<file path="src/rtl/alu_iter_pkg.sv">
package alu_iter_pkg;

  typedef enum logic [2:0] {
    OP_AND = 3'd0,
    OP_OR  = 3'd1,
    OP_XOR = 3'd2,
    OP_ADD = 3'd3,
    OP_SUB = 3'd4,
    OP_SLL = 3'd5,
    OP_SRL = 3'd6,
    OP_SRA = 3'd7
  } aluOp_e;

  // Strobes from control to datapath
  typedef struct packed {
    logic load;    // capture operands, op code and shift count
    logic quick;   // write the single-cycle result
    logic step;    // advance the shifter by one bit
    logic finish;  // write the shifter output as the result
  } aluStrobe_t;

  typedef enum logic [1:0] {
    ST_IDLE  = 2'd0,
    ST_SHIFT = 2'd1,
    ST_DONE  = 2'd2
  } aluState_e;

  function automatic logic isShiftOp(aluOp_e op);
    return (op == OP_SLL) || (op == OP_SRL) || (op == OP_SRA);
  endfunction

endpackage

</file>
<file path="src/rtl/alu_iter_ctrl.sv">
module alu_iter_ctrl
  import alu_iter_pkg::*;
(
  input  logic       clk,
  input  logic       rstN,
  input  logic       en,
  input  logic       fastStart,
  input  logic       lastStep,
  output aluStrobe_t strobe,
  output logic       valid,
  output logic       idle,
  output logic       shifting
);

  aluState_e stateQ;
  aluState_e stateD;

  always_comb begin
    stateD = stateQ;
    strobe = '0;
    unique case (stateQ)
      ST_IDLE: begin
        if (en) begin
          strobe.load = 1'b1;
          if (fastStart) begin
            strobe.quick = 1'b1;
            stateD       = ST_DONE;
          end else begin
            stateD = ST_SHIFT;
          end
        end
      end
      ST_SHIFT: begin
        strobe.step = 1'b1;
        if (lastStep) begin
          strobe.finish = 1'b1;
          stateD        = ST_DONE;
        end
      end
      ST_DONE: begin
        if (!en) stateD = ST_IDLE;
      end
      default: stateD = ST_IDLE;
    endcase
  end

  always_ff @(posedge clk or negedge rstN) begin
    if (!rstN) stateQ <= ST_IDLE;
    else       stateQ <= stateD;
  end

  assign valid    = (stateQ == ST_DONE);
  assign idle     = (stateQ == ST_IDLE);
  assign shifting = (stateQ == ST_SHIFT);

endmodule

</file>
<file path="src/rtl/alu_iter_datapath.sv">
module alu_iter_datapath
  import alu_iter_pkg::*;
#(
  parameter int DATA_W = 32
) (
  input  logic              clk,
  input  logic              rstN,
  input  logic [DATA_W-1:0] opA,
  input  logic [DATA_W-1:0] opB,
  input  logic [2:0]        opSel,
  input  aluStrobe_t        strobe,
  output logic              fastStart,
  output logic              lastStep,
  output logic [DATA_W-1:0] result
);

  localparam int SHAMT_W = $clog2(DATA_W);

  aluOp_e              opIn;
  aluOp_e              opQ;
  logic [SHAMT_W-1:0]  amtIn;
  logic [SHAMT_W-1:0]  cntQ;
  logic [DATA_W-1:0]   workQ;
  logic [DATA_W-1:0]   resultQ;
  logic [DATA_W-1:0]   quickVal;
  logic [DATA_W-1:0]   stepVal;
  logic                leftDir;
  logic                fillBit;

  assign opIn      = aluOp_e'(opSel);
  assign amtIn     = opB[SHAMT_W-1:0];
  assign fastStart = !isShiftOp(opIn) || (amtIn == '0);
  assign lastStep  = (cntQ == SHAMT_W'(1));

  always_comb begin
    unique case (opIn)
      OP_AND:  quickVal = opA & opB;
      OP_OR:   quickVal = opA | opB;
      OP_XOR:  quickVal = opA ^ opB;
      OP_ADD:  quickVal = opA + opB;
      OP_SUB:  quickVal = opA - opB;
      default: quickVal = opA;  // shift by zero
    endcase
  end

  assign leftDir = (opQ == OP_SLL);
  assign fillBit = (opQ == OP_SRA) ? workQ[DATA_W-1] : 1'b0;

  // One-position shifter, built bit by bit
  for (genvar i = 0; i < DATA_W; i++) begin : g_step
    logic fromLow;
    logic fromHigh;
    if (i == 0) begin : g_lo
      assign fromLow = 1'b0;
    end else begin : g_lo
      assign fromLow = workQ[i-1];
    end
    if (i == DATA_W - 1) begin : g_hi
      assign fromHigh = fillBit;
    end else begin : g_hi
      assign fromHigh = workQ[i+1];
    end
    assign stepVal[i] = leftDir ? fromLow : fromHigh;
  end

  always_ff @(posedge clk or negedge rstN) begin
    if (!rstN) begin
      workQ   <= '0;
      cntQ    <= '0;
      opQ     <= OP_AND;
      resultQ <= '0;
    end else begin
      if (strobe.load) begin
        workQ <= opA;
        cntQ  <= amtIn;
        opQ   <= opIn;
      end
      if (strobe.quick) resultQ <= quickVal;
      if (strobe.step) begin
        workQ <= stepVal;
        cntQ  <= cntQ - SHAMT_W'(1);
      end
      if (strobe.finish) resultQ <= stepVal;
    end
  end

  assign result = resultQ;

endmodule

</file>
<file path="src/rtl/alu_iter_top.sv">
module alu_iter_top
  import alu_iter_pkg::*;
#(
  parameter int DATA_W = 32
) (
  input  logic              clk,
  input  logic              rstN,
  input  logic              en,
  input  logic [DATA_W-1:0] opA,
  input  logic [DATA_W-1:0] opB,
  input  logic [2:0]        opSel,
  output logic [DATA_W-1:0] result,
  output logic              valid
);

  aluStrobe_t strobe;
  logic       fastStart;
  logic       lastStep;
  logic       idle;
  logic       shifting;

  alu_iter_ctrl u_ctrl (
    .clk      (clk),
    .rstN     (rstN),
    .en       (en),
    .fastStart(fastStart),
    .lastStep (lastStep),
    .strobe   (strobe),
    .valid    (valid),
    .idle     (idle),
    .shifting (shifting)
  );

  alu_iter_datapath #(.DATA_W(DATA_W)) u_dp (
    .clk      (clk),
    .rstN     (rstN),
    .opA      (opA),
    .opB      (opB),
    .opSel    (opSel),
    .strobe   (strobe),
    .fastStart(fastStart),
    .lastStep (lastStep),
    .result   (result)
  );

endmodule

</file>
<file path="config.mk">
export PLATFORM = sky130hd
export DESIGN_NAME = alu_iter_top
export DESIGN_NICKNAME = d
export VERILOG_FILES = /design/src/rtl/alu_iter_pkg.sv /design/src/rtl/alu_iter_ctrl.sv /design/src/rtl/alu_iter_datapath.sv /design/src/rtl/alu_iter_top.sv
export SDC_FILE = /design/constraint.sdc
export NUM_CORES = 1
export LEC_CHECK = 0
export ABC_AREA = 1
export BUFFER_PORTS_ARGS = -buffer_cell sky130_fd_sc_hd__clkbuf_2
export CAP_MARGIN = 40
export CORE_MARGIN = 2
export CORE_UTILIZATION = 60
export CTS_CLUSTER_SIZE = 20
export DETAILED_ROUTE_END_ITERATION = 16
export HOLD_SLACK_MARGIN = 0.08
export PLACE_DENSITY = 0.89
export RECOVER_POWER = 25
export SYNTH_ARGS = -nofsm -noshare
export SYNTH_HDL_FRONTEND = slang
export SYNTH_SLANG_ARGS = --single-unit
</file>
<file path="constraint.sdc">
create_clock -name clk -period 3.2 [get_ports clk]
set_input_delay 0.48 -clock clk [delete_from_list [all_inputs] [get_ports clk]]
set_output_delay 0.48 -clock clk [all_outputs]
set_load 0.005 [all_outputs]
</file>
==> summary.md <==
| Metric | Value |
|---|---|
| Core Region | `14,500 um^2` |
| Vias in the first global route | `9,716` |
| Max Cap Viol | `1` |
| Worst Slack Setup Final | `0.126 ns` |
| Mean Syn Cell Area | `6.31 um^2` |
| DIE WIDTH | `125 um` |
| Share of cells above drive strength 1 | `21.1%` |
| Router iterations before antenna repair | `7` |
| Reg2reg start | `u_ctrl.stateQ[0]$_DFFE_PN0P_` |
| Setup total negative slack | `0 ns` |
| First-pass GRT wire length | `48,600 um` |
| Hold WC Path Type | `input pin to register` |
| Post-Route WL | `31,100 um` |
| Predominant post-synthesis flop cell | `dfrtp_1` |
| Endpoints failing hold | `0` |
| Critical Path RT | `3.46 ns` |
| Critical-path cell list | `clkbuf_2 -> nor2_1 -> nand2_1 -> nor3_2 -> nand4_1 -> nand2_2 -> xor2_1 -> inv_1 -> ha_1 -> nand2_1 -> nor2_1 -> inv_1 -> nor2_4 -> nand3_1 -> nand4_1 -> nand3_2 -> nand2_1 -> nand3_1 -> a21oi_1` |
| WP buf/inv | `3` |
| H-Tree Depth | `3` |
| Routability cong. | `1.03` |
| Total CTS buffers | `9` |
| Clk_lat worst skew | `0.34 ns` |
| End point of the critical path | `u_dp.result[20]$_DFFE_PN0P_` |
| Clock buffer depth | `2` |
| RR Endpoint | `u_dp.workQ[16]$_DFFE_PN0P_` |
| Worst Skew | `0.00585 ns` |
| Synthesis warning total | `0` |
| CP delay by family, top | `simple AND/OR/NAND/NOR gates` |
| DRT antenna net count | `0` |
| Die height | `125 um` |
| Pwr/cell area | `536 nW/um^2` |
| Critical Path Source | `opB[10]` |
| Synth cell types | `52` |
| Lkg Pwr | `0.00592 uW` |
| Crit end category | `register` |
| DRC | `0` |
| Clk root buf | `clkbuf_16` |
| Fin crit period | `3.07 ns` |
| Die ar. | `15,700 um^2` |
| Synth async-reset ratio | `100%` |
| Peak supply drop | `0.000371 V` |
| Clock sinks | `74` |
| Cell mode on critical path | `nand2_1` |
| Status | `finished with violations` |
| Post-synth EDFFs | `0` |
| Final setup viols | `0` |
| DP HPWL | `24,000 um` |
| Total grt overflow | `0` |
| R2r worst-path depth | `7` |
| ANT cells | `0` |
| Post-synthesis cell count | `1,400` |
| DR iter-0 viols | `1,638` |
| Synth area leader | `dfrtp_1` |
| Post-synth top area share | `21.0%` |
| Net Count, Synth | `1,570` |
| Largest stage delay, worst path | `0.34 ns` |
| Crit Path Max Fanout | `4` |
| Nets@finish | `1,765` |
| Setup crit start kind | `input pin` |
| Reg2reg setup slack | `0.83 ns` |
| Yosys reg bits | `74` |
| Slowest CP cell | `ha_1` |
| Sequential area share after synthesis | `21.0%` |
| Synth area leaders | `dfrtp_1 21%, nand2_1 18%, ha_1 14%` |
| Vias per std cell | `5.89` |
| Failing checks | `capacitance limit, slew limit` |
| Crit share post-route | `96.0%` |
| Mapped Area | `8830 um^2` |
| Max-slew violations | `67` |
| Antenna violations before repair | `1` |
| Avg WL per Cell | `17.4 um` |
| I/O Buffers | `102` |
| Worst-path clk slew | `0.06 ns` |
| Io pins | `103` |
| FP Rows | `44` |
| Initial Util | `61.0%` |
| RSZ-0062 raised after global routing | `yes` |
| Critical Path AT | `3.34 ns` |
| Stages on the worst setup path | `19` |
| Area delta synth->final | `22.9%` |
| Max frequency | `325 MHz` |
| Pre-CTS WS | `-0.467 ns` |
| CTS tree | `built` |
| GRT Util Overall | `38.6%` |
| WS Path Type | `input pin to register` |
| Largest net degree at the start of global routing | `67` |
| Via Count | `10,506` |
| Rel. slew slack | `-6.20%` |
| Slew @ Worst Pin | `1.59 ns` |
-- worst min path at each step --
| stage | start | end | slack (ns) | cells after the start |
|---|---|---|---|---|
| global route | en | u_ctrl.stateQ[1]$_DFFE_PN0P_ | 0.40 | 3 |
| floorplan | rstN | u_ctrl.stateQ[0]$_DFFE_PN0P_ | 0.18 | 0 |
| detailed placement | rstN | u_dp.cntQ[0]$_DFFE_PN0P_ | 0.33 | 1 |
| global placement | u_dp.result[15]$_DFFE_PN0P_ | u_dp.result[15]$_DFFE_PN0P_ | 0.46 | 2 |
| CTS | en | u_ctrl.stateQ[1]$_DFFE_PN0P_ | 0.37 | 3 |
| finish | en | u_ctrl.stateQ[1]$_DFFE_PN0P_ | 0.37 | 3 |
-- what timing repair did --
item / 4_1_cts / 5_1_grt
pin swaps: 1 / 15
hold buffers: 1 / 0
endpoints found under the hold margin: 8 / 0
buffers inserted: 0 / 5
setup endpoints to repair: 3 / 23
gates resized for setup: 5 / 58
-- layer usage --
metal / track usage (%) / part of all wire (%) / vias up
met5: 0 / 0.039 / -
met2: 60.9 / 44 / 710
li1: - / - / 4910
met3: 10.4 / 12 / 114
met4: 13.7 / 3.7 / 2
met1: 51.2 / 40 / 4770
-- where the power goes --
| part | internal, uW | total, uW | switching (uW) |
|---|---|---|---|
| registers | 1400 | 1680 | 281 |
| logic | 1180 | 3160 | 1980 |
| clock network | 589 | 969 | 380 |
| total | 3170 | 5820 | 2640 |
-- cells by family (layout without fill, tap and decap cells) --
kind of cell	after synthesis	count (layout)	share of synthesized area, %
compound gates	268	268	18.8
fa+ha+maj	100	100	14.3
mux	1	1	0.113
buf+inv	276	476	12.4
simple gates	649	649	30.3
xor+xnor	32	32	3.17
flops	74	74	21.0
-- per-stage QoR --
step                      hold WS (ns)  power [uW]  instance area [um^2]  instances  utilization [%]
after floorplan                  0.184        3590                  8830       1400                -
final                            0.371        5820                 10900       1784             75.0
after detailed placement         0.325        4660                 10300       1762             71.2
after global routing             0.399        6210                 10900       1784             75.0
after CTS                        0.371        5670                 10600       1779             73.4
after global placement           0.462        4520                 10300       1761             71.0
-- cells in the mapped netlist (all sizes together), types with 2 or more instances --
cell type and count:
nand2 428, inv 230, o21ai 121, nor2 117, ha 99, dfrtp 74, nand3 69, a21oi 56
xor2 31, clkbuf 25, buf 21, o211ai 21, a211oi 18, o221ai 17, a221oi 11, or2 9
nor3 8, nand3b 7, nand4 7, o2111ai 4, o21a 3, o221a 3, o22ai 3, a21o 2
and2 2, nor4 2, o21bai 2, o31ai 2
-- worst min-delay path: cells and delay by family --
family	cells	cell delay (ns)
simple gates	2	0.11
buf+inv	1	0.09
-- sequential cells by signal (all words and copies together), names as in the netlist --
signal / cells
u_ctrl.stateQ: 2
u_dp.workQ: 32
u_dp.opQ: 3
u_dp.result: 32
u_dp.cntQ: 5
-- cell type report --
class,instances,area [um^2]
inverter,230,866
clock inverter,1,7.51
timing repair buffer,230,1500
clock buffer,15,278
tap,184,230
multi-input combinational,1050,6130
fill,1145,3620
sequential,74,1850
-- placed cells by master (no fill, tap or decap), types with 6 or more instances in the layout --
cell type / count
xor2_1: 30
ha_1: 94
o21ai_1: 13
nor2_2: 15
nand3_1: 58
nand3_2: 10
inv_1: 218
inv_2: 11
a221oi_1: 11
nand3b_1: 7
nand2_1: 416
nand2_2: 9
o211ai_1: 21
nand4_1: 6
a21oi_1: 38
o221ai_1: 17
or2_2: 8
dfrtp_1: 74
clkbuf_2: 102
nor2_1: 97
buf_4: 124
clkbuf_16: 9
a211oi_1: 18
a21oi_2: 18
nor3_1: 6
o21ai_0: 107
(Power assumes the default switching activity.)
